[config.mk]
export PLATFORM = sky130hd
export DESIGN_NAME = sense_barrier
export DESIGN_NICKNAME = d
export VERILOG_FILES = /design/src/rtl/barrier_pkg.sv /design/src/rtl/barrier_ctrl.sv /design/src/rtl/barrier_dp.sv /design/src/rtl/sense_barrier.sv
export SDC_FILE = /design/constraint.sdc
export NUM_CORES = 1
export LEC_CHECK = 0
export BUFFER_PORTS_ARGS = -buffer_cell sky130_fd_sc_hd__buf_2
export CELL_PAD_IN_SITES_DETAIL_PLACEMENT = 0
export CELL_PAD_IN_SITES_GLOBAL_PLACEMENT = 1
export CORE_MARGIN = 2
export CORE_UTILIZATION = 39
export DETAILED_ROUTE_END_ITERATION = 12
export PLACE_DENSITY = 0.81
export SLEW_MARGIN = 20
export SYNTH_ARGS = -nofsm -noshare
export SYNTH_HDL_FRONTEND = slang
export SYNTH_SLANG_ARGS = --single-unit
[constraint.sdc]
create_clock -name clk -period 4.1 [get_ports clk]
set_clock_uncertainty 0.05 [all_clocks]
set_input_delay 0.82 -clock clk [delete_from_list [all_inputs] [get_ports clk]]
set_output_delay 0.82 -clock clk [all_outputs]
set_load 0.005 [all_outputs]
[src/rtl/barrier_pkg.sv]
package barrier_pkg;
  // Strobes passed from control to datapath each cycle.
  typedef struct packed {
    logic advance;   // at least one arrival accepted this cycle
    logic complete;  // episode finishes at this edge
  } barStrobe_t;
endpackage

[src/rtl/barrier_ctrl.sv]
module barrier_ctrl
  import barrier_pkg::*;
#(
  parameter int NUM_PARTS = 4,
  localparam int CW = $clog2(NUM_PARTS + 1),
  localparam int SW = CW + 1
) (
  input  logic [NUM_PARTS-1:0] arriveStb,
  input  logic [NUM_PARTS-1:0] localSense,
  input  logic                 flagQ,
  input  logic [CW-1:0]        countQ,
  output logic [NUM_PARTS-1:0] acceptMask,
  output logic [CW-1:0]        nextCount,
  output barStrobe_t           strobes
);
  logic [SW-1:0] popCnt;
  logic [SW-1:0] sumCnt;

  always_comb begin
    // only participants currently released may register an arrival
    acceptMask = arriveStb & ~(localSense ^ {NUM_PARTS{flagQ}});
    popCnt = '0;
    for (int i = 0; i < NUM_PARTS; i++) begin
      popCnt = popCnt + SW'(acceptMask[i]);
    end
    sumCnt = SW'(countQ) + popCnt;
    nextCount = sumCnt[CW-1:0];
    strobes.advance  = |acceptMask;
    strobes.complete = (sumCnt == SW'(NUM_PARTS));
  end
endmodule

[src/rtl/barrier_dp.sv]
module barrier_dp
  import barrier_pkg::*;
#(
  parameter int NUM_PARTS = 4,
  localparam int CW = $clog2(NUM_PARTS + 1)
) (
  input  logic                 clk,
  input  logic                 rstN,
  input  logic [NUM_PARTS-1:0] acceptMask,
  input  logic [CW-1:0]        nextCount,
  input  barStrobe_t           strobes,
  output logic [NUM_PARTS-1:0] localSense,
  output logic                 flagQ,
  output logic [CW-1:0]        countQ
);
  always_ff @(posedge clk) begin
    if (!rstN) begin
      localSense <= '0;
      flagQ      <= 1'b0;
      countQ     <= '0;
    end else begin
      localSense <= localSense ^ acceptMask;
      if (strobes.complete) begin
        countQ <= '0;
        flagQ  <= ~flagQ;
      end else if (strobes.advance) begin
        countQ <= nextCount;
      end
    end
  end
endmodule

[src/rtl/sense_barrier.sv]
module sense_barrier
  import barrier_pkg::*;
#(
  parameter int NUM_PARTS = 4
) (
  input  logic                 clk,
  input  logic                 rstN,
  input  logic [NUM_PARTS-1:0] arriveStb,
  output logic [NUM_PARTS-1:0] releaseOut,
  output logic                 globalFlag
);
  localparam int CW = $clog2(NUM_PARTS + 1);

  logic [NUM_PARTS-1:0] acceptMask;
  logic [NUM_PARTS-1:0] localSense;
  logic [CW-1:0]        nextCount;
  logic [CW-1:0]        countQ;
  logic                 flagQ;
  barStrobe_t           strobes;

  barrier_ctrl #(.NUM_PARTS(NUM_PARTS)) u_ctrl (
    .arriveStb (arriveStb),
    .localSense(localSense),
    .flagQ     (flagQ),
    .countQ    (countQ),
    .acceptMask(acceptMask),
    .nextCount (nextCount),
    .strobes   (strobes)
  );

  barrier_dp #(.NUM_PARTS(NUM_PARTS)) u_dp (
    .clk       (clk),
    .rstN      (rstN),
    .acceptMask(acceptMask),
    .nextCount (nextCount),
    .strobes   (strobes),
    .localSense(localSense),
    .flagQ     (flagQ),
    .countQ    (countQ)
  );

  assign releaseOut = ~(localSense ^ {NUM_PARTS{flagQ}});
  assign globalFlag = flagQ;
endmodule

* After elaboration in Yosys (flattened, before gate mapping)
Cells that the tools add are included.
Storage, ports and cells: word-level logic and storage cells 16, input port bits 6, flip-flop bits (word level) 8, output and inout bits 5
Cells by class: bitwise gates (word level) 6, equality and inequality tests 1, reductions and logical operators 2, $add $sub $neg 4
Operator list (count):
- 4-bit by 1-bit adder with 4-bit output | 2
- 4-bit XOR | 2
- 3-bit by 4-bit adder with 4-bit output | 1
- 4-bit AND | 1
- 4-bit by 3-bit equality test with 1-bit output (second input constant) | 1
- 4-bit inverter | 1
- 4-bit OR reduction | 1
- 1-bit by 1-bit adder with 2-bit output | 1
- 1-bit inverter | 2
- 2-bit OR reduction | 1

* Depth between registers and ports, before layout
Gate-level depths: netlist of the first run.
depth in word-level cells 9, mapped depth 13, mapped depth without buffers 12

* Cells and area by module
Synthesis of the first run repeated with hierarchy kept, for this count alone.
Second synthesis, totals: cell total of the unflattened synthesis 56, area total of the unflattened synthesis 546.8 µm²
Modules (own cells, without submodules):
- barrier_dp | cells each 25, instances 1, area each 282.8 µm², sequential area each 160.2 µm²
- barrier_ctrl | cells each 26, instances 1, area each 217.7 µm², sequential area each 0.0 µm²
- sense_barrier | cells each 5, instances 1, area each 46.3 µm², sequential area each 0.0 µm²

* Worst setup path before layout of the first run
OpenSTA, ideal clock, no wires.
path type input to register, start point input port arriveStb[1], end point register u_dp.flagQ, data required time 3935 ps, library setup time 115 ps, path slack 902 ps, stages on the path 10, data arrival time 3033 ps, path buffers 0, path through and2_1 ha_1 fa_1 ha_1 inv_1 fa_1 nor3b_1 o211ai_1 xnor2_1 and2_1
On the way: word-level cells in the longest chain between the ends 6
RTL lines:
- start: declaration | line sense_barrier.sv:8 | input logic [NUM_PARTS-1:0] arriveStb,
- 4-bit AND | line barrier_ctrl.sv:21 | acceptMask = arriveStb & ~(localSense ^ {NUM_PARTS{flagQ}});
- 1-bit by 1-bit adder with 2-bit output | line barrier_ctrl.sv:24 | popCnt = popCnt + SW'(acceptMask[i]);
- 4-bit by 1-bit adder with 4-bit output (2 in series) | line barrier_ctrl.sv:24
- 3-bit by 4-bit adder with 4-bit output | line barrier_ctrl.sv:26 | sumCnt = SW'(countQ) + popCnt;
- 4-bit by 3-bit equality test with 1-bit output | line barrier_ctrl.sv:29 | strobes.complete = (sumCnt == SW'(NUM_PARTS));
- end signal: assignment | line barrier_dp.sv:25 | flagQ <= ~flagQ;
- end: declaration | line barrier_dp.sv:13 | output logic flagQ,
No other way between the ends. A chain may end at the register's enable or synchronous reset.

* Final worst setup path of the first run
Ends and elaborated chain as after synthesis.

==> impl_results.md, run 1 <==
* Fmax at 0.3101 GHz
* Detailed Route WL at 940 um
* DIE AREA at 1838 um^2
* Leakage at about 0.33 nW
* Area contributors post-synth: dfxtp_1 27%, ha_1 13%, and2_1 7.4%, xnor2_1 7.4%, fa_1 6.8%
* FP Rows at 14
* DIE WIDTH at approximately 43 um
* Fin. Hold Viols at 0
* Fin util at 46.39%
* Final worst-path cycle share at 78.65%
* Wire per inst at 10.80 um
* Ys flop type: dfxtp_1
* Switching share of power at 38.69%
* Final setup viols at 0
* Sw Pwr at 0.0001593 W
* Cells after synthesis at 59
* TritonRoute pass-1 iters at 2
* Worst setup path class: input pin to flip-flop
* Post-synthesis sequential area ratio at 27.18%
* Top post-synthesis cells by count: 10 x inv_1, 8 x dfxtp_1, 7 x and2_1
* CP max-delay cell: fa_1
* ANT cells at 0
* Initial Util at a little over 40%
* PwrDens at a little over 600 nW/um^2
* Max Transition Viols Final at 0
* Clock sink total at 8
* VDD IR max at roughly 0.3 mV
* Tot Pwr at approximately 0.00041 W
* RR Startpoint: u_dp.flagQ
* Combinational power share at a little under three fifths
* CTS Hold Buffers Added at 0
* CTS H-Tree Depth at 1
* Final HPWL DP at 760 um
* Clk_lat worst skew at 0.25 ns
* Sequential Power Share at 27.5%
* Clock root buffer master: clkbuf_4
* Post-cts sizing count at 0
* Min cycle time layout at 3.225 ns
* Power share of the clock group at 15.0%
* Worst-path cell chain: buf_2, and2_1, ha_1, fa_1, ha_1, inv_1, fa_1, nor3b_1, o211ai_1, xnor2_1, and2_1
* GPL Wtd Cong at 0.8529
* Die H at 42.87 um
* Critical path capture point: u_dp.flagQ
* Synth top area share at 27.18%
* Clock slew at reported path FFs at 0.06 ns
* Synth Net Count at 73
* Gr ovfl total at 0
* Placement Setup Slack at 0.6289 ns
* EDFF count, synth at 0
* Status: finished, final reports clean
* Final ANT Viol Nets at 0
* Quantity of I/O buffers inserted on ports at 10
* Initial antenna violation count at 0
* Startpoint types: input pin
* Residual DRC at 0
* Layout cells sized above 1 at 22.54%
* WP data arrival at 3.32 ns
* I/O pins at 11
* # nets final at 87
* Vias/cell at 4.874
* Largest net degree at the start of global routing at 11
* Routed via count at 424
* CP Capture Type: flip-flop
* Synth Warn # at 0
* Max cap viols at 0
* Worst EP required at ~4.2 ns
* R2r setup slk at 0.93 ns
* CP top delay family: adder cells
* Pin slew with the least headroom to its limit at between 0.4 and 0.5 ns
* Internal power at 0.0002524 W
* Placed Cells at 84
* Setup slack after layout at 0.8754 ns
* Synth Area per Inst at 9.988 um^2
* Vias in the first global route at 387
* Worst r2r path cells at 11
* Synth cell types at 18
* Clock Path Buffers at 2
* Worst-path fanout max at 4
* Setup_tns at 0 ns
* WP buf/inv at 2
* Post-CTS Setup Inserts at 0
* Initial drt markers at 2
* Global-route wire length before repair at 1676 um
* Total CTS buffers at 3
* Core area at 1454 um^2
* Dominant cell type by area after synthesis: dfxtp_1
* CTS tree: done
* GRT Total Usage at about an eighth
* Critical Path Source: arriveStb[1]
* #FFs+latches synth at 8
* HP Class: flip-flop to flip-flop
* Worst path max stage delay at 0.49 ns
* Non-Filler Instances at 87
* Reg-to-reg endpoint: u_dp.flagQ
* RSZ-0062 raised after global routing: no
* Synthesized area at ~590 um^2
* Area grow syn2layout at 14.44%
* Slew headroom at 72.15%
* Post-synth ARST share at 0%
* Most frequent cell after synthesis: inv_1
* Crit path depth at 11
==> per-layer routing <==
metal  GRT usage [%]  up-vias  wire [um]
met5               0        -          0
met4           5.625        0         16
met1           15.36      193        458
li1                -      217          -
met2           19.39       12        421
met3           5.106        2         44
==> power groups by stage <==
stage / sequential (W) / clock (W) / combinational (W)
5_1_grt: 0.000118 / 0.0000705 / 0.000266
2_1_floorplan: 0.000109 / 0 / 0.000195
3_3_place_gp: 0.000116 / 0 / 0.000235
6_report: 0.000113 / 0.0000616 / 0.000237
4_1_cts: 0.000114 / 0.0000661 / 0.000239
3_5_place_dp: 0.000116 / 0 / 0.000238
==> per-stage QoR <==
| stage | hold slack (ns) | cell area, um^2 |
|---|---|---|
| floorplan | 0.4217 | 589.3 |
| global placement | 0.4523 | 651.9 |
| detailed placement | 0.4504 | 651.9 |
| CTS | 0.4652 | 674.4 |
| global route | 0.5003 | 674.4 |
| finish | 0.4589 | 674.4 |
==> area by class of cell <==
class / count / area (um^2)
fillers: 146 / 779.5
multi-input cells: 39 / 376.6
flip-flops and latches: 8 / 160.2
repair buffers: 11 / 57.56
inverters: 10 / 37.54
clock buffers: 3 / 22.52
well taps: 16 / 20.02
==> worst min path at each step <==
stage,from,endpoint,cells past startpoint
floorplan,u_dp.countQ[1],u_dp.countQ[1],1
global placement,u_dp.countQ[1],u_dp.countQ[1],1
detailed placement,u_dp.countQ[1],u_dp.countQ[1],1
CTS,u_dp.countQ[1],u_dp.countQ[1],1
global route,u_dp.countQ[1],u_dp.countQ[1],1
finish,u_dp.countQ[1],u_dp.countQ[1],1
==> cell usage in the layout (no fill, tap or decap) <==
master / count
a21oi_1: 1
a221oi_4: 1
a41o_1: 2
and2_1: 7
buf_2: 10
buf_4: 1
clkbuf_4: 3
dfxtp_1: 8
fa_1: 2
ha_1: 6
inv_1: 10
mux2i_1: 4
nand2_1: 4
nor2_1: 2
nor3b_1: 2
o211a_1: 1
o211ai_1: 1
xnor2_1: 5
xnor2_4: 1
==> logic make-up after synthesis <==
logic type / synth area share (%)
mux: 6.794
xor+xnor: 12.10
fa+ha+maj: 19.53
simple gates: 13.80
compound gates: 11.68
flops: 27.18
buf+inv: 8.917
Power figures use the tool's default switching activity.
==> run 2, diff against run 1 <==
Settings changed: CORE_UTILIZATION 39 to 36, PLACE_DENSITY 0.81 to 0.79.
Clock period 4.1 ns to 2.65 ns, I/O delays scaled along.
==> impl_results.md, run 2 (synthesized netlist as in run 1, its figures left out) <==
* Setup_tns at -1.095 ns (-1.095 ns)
* Quantity of I/O buffers inserted on ports at 10 (unchanged)
* Area grow syn2layout at 42.04%
* Clock root buffer master: clkbuf_4
* TritonRoute pass-1 iters at 2 (unchanged)
* Clock Path Buffers at 2 (unchanged)
* Setup slack after layout at -0.3380 ns (-1.213 ns)
* Residual DRC at 0 (unchanged)
* Worst-path fanout max at 4 (unchanged)
* ANT cells at 0 (unchanged)
* Core area at 1524 um^2 (+4.8%)
* Wire per inst at 11.86 um (+9.8%)
* Pin slew with the least headroom to its limit at 0.3968 ns (-0.01913 ns)
* Routed via count at 459 (+8.3%)
* Fmax at 0.3347 GHz
* Layout cells sized above 1 at 50.00% (+27 points)
* Worst r2r path cells at 11 (unchanged)
* Worst Hold End: u_dp.countQ[1]
* Startpoint types: flip-flop
* Final ANT Viol Nets at 0 (unchanged)
* Min cycle time layout at approximately 3.0 ns
* CTS tree: done
* RR Startpoint: u_dp.flagQ
* I/O pins at 11 (unchanged)
* CTS H-Tree Depth at 1 (unchanged)
* Final worst-path cycle share at 112.8%
* Total CTS buffers at 3 (unchanged)
* Most common cell after layout, fill and taps aside: buf_4
* Status: finished, violations left
* Hold path depth at 1 (unchanged)
* CP Capture Type: flip-flop
* RSZ-0062 raised after global routing: yes
* Final setup viols at 4 (+4)
* Vias/cell at 4.590 (-5.8%)
* Minimum hold slack at 0.4694 ns (+0.01049 ns)
* # nets final at 100 (+15%)
* Detailed Route WL at 1186 um (+26%)
* DIE AREA at 1977 um^2 (+7.6%)
* Hold Startpoint: u_dp.countQ[1]
* Initial drt markers at 1 (-1)
* VDD IR max at 0.4823 mV (+60%)
* Clk_lat worst skew at 0.25 ns (about the same)
* Fin. Hold Viols at 0 (unchanged)
* Global-route wire length before repair at 1973 um (+18%)
* HP Class: flip-flop to flip-flop
* Clock slew at reported path FFs at 0.06 ns (about the same)
* Die H at 44.46 um (+3.7%)
* Final HPWL DP at 841.8 um (+11%)
* Slew headroom at 73.43% (+1.3 points)
* FP Rows at 14 (unchanged)
* Leakage at 0.4039 nW (+21%)
* Worst setup path class: flip-flop to flip-flop
* GPL Wtd Cong at 0.7727 (-9.4%)
* Tot Pwr at 0.0008372 W (+100%)
* DIE WIDTH at 44.46 um (+3.7%)
* Most frequent cells in the layout: 13 x buf_4, 10 x buf_2, 8 x inv_1, 6 x and2_1, 6 x dfxtp_1
* PwrDens at 1000 nW/um^2 (+64%)
* GRT Total Usage at 13.85% (+1.2 points)
* R2r setup slk at -0.34 ns (-1.27 ns)
* Failing checks: setup timing
* Reg-to-reg endpoint: u_dp.countQ[0]
* Initial antenna violation count at 0 (unchanged)
* Max cap viols at 0 (unchanged)
* Initial Util at 38.67% (-1.9 points)
* Gr ovfl total at 0 (unchanged)
* Vias in the first global route at 476 (+23%)
* Fin util at 54.93% (+8.5 points)
* Placed Cells at 93 (+11%)
* WP data arrival at 3.08 ns (-0.24 ns)
* Largest net degree at the start of global routing at 11 (unchanged)
* Non-Filler Instances at 100 (+15%)
* Max Transition Viols Final at 0 (unchanged)
* Clock sink total at 8 (unchanged)
* Worst EP required at 2.74 ns (-1.46 ns)
==> run 2: cell types whose count changed in the layout (fill, tap and decap cells not counted), sizes merged <==
cell,delta
buf,+13
==> run 2: area by class of cell <==
| class | instances | area, um^2 |
|---|---|---|
| multi-input cells | 39 | 432.9 |
| well taps | 16 | 20.02 |
| repair buffers | 24 | 158.9 |
| fillers | 144 | 686.9 |
| inverters | 10 | 37.54 |
| flip-flops and latches | 8 | 165.2 |
| clock buffers | 3 | 22.52 |
==> run 2: worst max path at each step <==
stage                            start        endpoint  slack [ns]  cells after the start
after floorplan             u_dp.flagQ      u_dp.flagQ       -0.30                     12
after global placement    arriveStb[1]      u_dp.flagQ       -0.50                     11
after detailed placement  arriveStb[1]      u_dp.flagQ       -0.53                     11
after CTS                   u_dp.flagQ      u_dp.flagQ       -0.35                     11
after global routing        u_dp.flagQ      u_dp.flagQ       -0.46                     11
final                       u_dp.flagQ  u_dp.countQ[0]       -0.34                     11
==> run 2: critical path, stage by stage (launching register included) <==
cell and delay, ns:
dfxtp_4 0.38, xnor2_2 0.19, and2_4 0.18, ha_4 0.19, fa_1 0.48, ha_2 0.18
inv_2 0.04, fa_1 0.48, nor3b_2 0.15, o211ai_1 0.19, buf_4 0.20, a41o_1 0.17
==> run 2: repair_timing <==
item,in CTS,in global routing
pin swaps,9,10
endpoints found under the hold margin,0,0
setup buffers,2,2
endpoints found under the setup margin,4,4
hold buffers,0,0
resized for setup,5,6
==> run 2: report_power, final <==
group / switching, W / internal [W] / total, W
Sequential: 0.0000312 / 0.000152 / 0.000184
Clock: 0.0000404 / 0.0000518 / 0.0000921
Combinational: 0.000232 / 0.000330 / 0.000562
==> run 2: through the flow <==
step	worst slack [ns]	cell area, um^2
finish	-0.3380	837.1
global route	-0.4646	837.1
floorplan	-0.3031	613.1
detailed placement	-0.5314	743.2
global placement	-0.4962	743.2
CTS	-0.3454	798.3
==> run 2: per-layer routing <==
metal / GRT usage [%] / routed length, um
met3: 2.449 / 33
met4: 7.273 / 0
met1: 17.21 / 522
met2: 22.61 / 629
met5: 0 / 0
==> run 3, diff against run 2 <==
Settings changed: CORE_ASPECT_RATIO from default to 1.25, MAX_ROUTING_LAYER from default to met4.
==> impl_results.md, run 3 (synthesized netlist as in run 1, its figures left out) <==
* HP Class: flip-flop to flip-flop
* Routed via count at 463 (+0.87%)
* WP data arrival at 3.02 ns (-0.06 ns)
* Gr ovfl total at 0 (unchanged)
* Startpoint types: flip-flop
* I/O pins at 11 (unchanged)
* Die H at 49.24 um (+11%)
* Worst EP required at 2.74 ns (about the same)
* Vias/cell at 4.539 (-1.1%)
* Max Transition Viols Final at 0 (unchanged)
* CTS tree: done
* Global-route wire length before repair at 1911 um (-3.1%)
* Leakage at 0.4020 nW (-0.47%)
* Clock root buffer master: clkbuf_4
* Final setup viols at 4 (unchanged)
* Most common cell after layout, fill and taps aside: buf_4
* CP Capture Type: flip-flop
* Clock sink total at 8 (unchanged)
* Most frequent cells in the layout: 14 x buf_4, 10 x buf_2, 8 x inv_1, 6 x and2_1, 6 x dfxtp_1
* Final HPWL DP at 817.5 um (-2.9%)
* Largest net degree at the start of global routing at 11 (unchanged)
* Fin. Hold Viols at 0 (unchanged)
* Final ANT Viol Nets at 0 (unchanged)
* Detailed Route WL at 1015 um (-14%)
* Residual DRC at 0 (unchanged)
* Power share of the clock group at 11.0% (about the same)
* Setup slack after layout at -0.2838 ns (+0.05417 ns)
* Multi-input gate area at 416.7 um^2 (-3.8%)
* Area grow syn2layout at 39.07%
* ANT cells at 0 (unchanged)
* Wire per inst at 9.951 um (-16%)
* Max cap viols at 0 (unchanged)
* Slew headroom at 71.79% (-1.6 points)
* Quantity of I/O buffers inserted on ports at 10 (unchanged)
* RSZ-0062 raised after global routing: yes
* Combinational power share at 67.2% (about the same)
* Initial antenna violation count at 0 (unchanged)
* Sw Pwr at 0.0002813 W (-7.3%)
* Switching share of power at 34.49% (-1.8 points)
* Fin util at 52.48% (-2.4 points)
* Clk_lat worst skew at 0.24 ns (about the same)
* FP Rows at 16 (+2)
* CTS H-Tree Depth at 1 (unchanged)
* Clock Path Buffers at 2 (unchanged)
* Failing checks: setup timing
* DIE WIDTH at 40.19 um (-9.6%)
* Vias in the first global route at 494 (+3.8%)
* Layout cells sized above 1 at 47.62% (-2.4 points)
* Pin slew with the least headroom to its limit at 0.4213 ns (+0.02452 ns)
* GRT Total Usage at 14.45% (+0.60 points)
* PwrDens at 995.3 nW/um^2 (-0.49%)
* Worst setup path class: flip-flop to flip-flop
* Clock slew at reported path FFs at 0.05 ns (about the same)
* Initial drt markers at 3 (+2)
* Setup_tns at -1.012 ns (+0.08203 ns)
* Core area at 1562 um^2 (+2.5%)
* DIE AREA at 1979 um^2 (+0.10%)
* VDD IR max at 0.5465 mV (+13%)
* Sequential Power Share at 21.8% (about the same)
* TritonRoute pass-1 iters at 2 (unchanged)
* Tot Pwr at 0.0008157 W (-2.6%)
* Area occupied by registers at 165.2 um^2 (unchanged)
* Fmax at 0.3409 GHz (+1.8%)
* GPL Wtd Cong at 0.7641 (-1.1%)
* Status: finished, violations left
* Internal power at 0.0005343 W (about the same)
* Fillers at 148 (+2.8%)
* Placement Setup Slack at -0.5489 ns (-0.01754 ns)
* # nets final at 100 (unchanged)
* Initial Util at 37.74% (-0.93 points)
* Total CTS buffers at 3 (unchanged)
* Worst-path fanout max at 4 (unchanged)
* Minimum hold slack at 0.4564 ns (-0.01294 ns)
* Final worst-path cycle share at 110.7% (-2.0 points)
* Min cycle time layout at 2.934 ns (-0.05416 ns)
* CTS Hold Buffers Added at 0 (unchanged)
## run 3: routing by layer
| metal | vias up | track usage, % | wire length [um] |
|---|---|---|---|
| met5 | - | - | 0 |
| met4 | 0 | 8.333 | 17 |
| met3 | 2 | 1.370 | 33 |
| met2 | 7 | 23.92 | 570 |
| met1 | 211 | 15.71 | 393 |
| li1 | 243 | - | - |
## run 3: power by group through the flow
stage	logic, W	registers, W	clock network, W
5_1_grt	0.000628	0.000181	0.000102
6_report	0.000548	0.000178	0.0000900
3_3_place_gp	0.000480	0.000178	0
2_1_floorplan	0.000327	0.000171	0
4_1_cts	0.000558	0.000178	0.0000951
3_5_place_dp	0.000492	0.000179	0
## run 3: worst paths after layout
kind | from | to | slack, ns | depth (start not counted)
setup / recovery | u_dp.flagQ | u_dp.flagQ | -0.28 | 11
hold reg to reg | u_dp.countQ[1] | u_dp.countQ[1] | 0.46 | 1
hold / removal | u_dp.countQ[1] | u_dp.countQ[1] | 0.46 | 1
setup reg to reg | u_dp.flagQ | u_dp.flagQ | -0.28 | 11
## run 3: final cells by class
class / instances / share of cell area [%]
Multi-Input combinational cell: 39 / 50.84
Tap cell: 18 / 2.748
Sequential cell: 8 / 20.15
Timing Repair Buffer: 24 / 18.93
Clock buffer: 3 / 2.748
Inverter: 10 / 4.580
## run 3: per-stage QoR
stage | std cells | instance area [um^2]
2_1_floorplan | 59 | 613.1
3_3_place_gp | 96 | 753.2
3_5_place_dp | 96 | 753.2
4_1_cts | 102 | 815.8
5_1_grt | 102 | 819.5
6_report | 102 | 819.5
## run 3: timing repair
action / in CTS / in global routing
buffers inserted: 3 / 0
gates resized for setup: 5 / 2
pin swaps: 8 / 9
setup endpoints to repair: 4 / 4
## run 3: worst max-delay path: stages (launching register included)
cell and delay [ns]:
dfxtp_4 0.36, xnor2_2 0.16, and2_4 0.19, ha_4 0.20
fa_1 0.48, ha_2 0.18, inv_2 0.04, fa_1 0.49
nor3b_2 0.15, o211ai_1 0.20, xnor2_1 0.18, and2_1 0.14
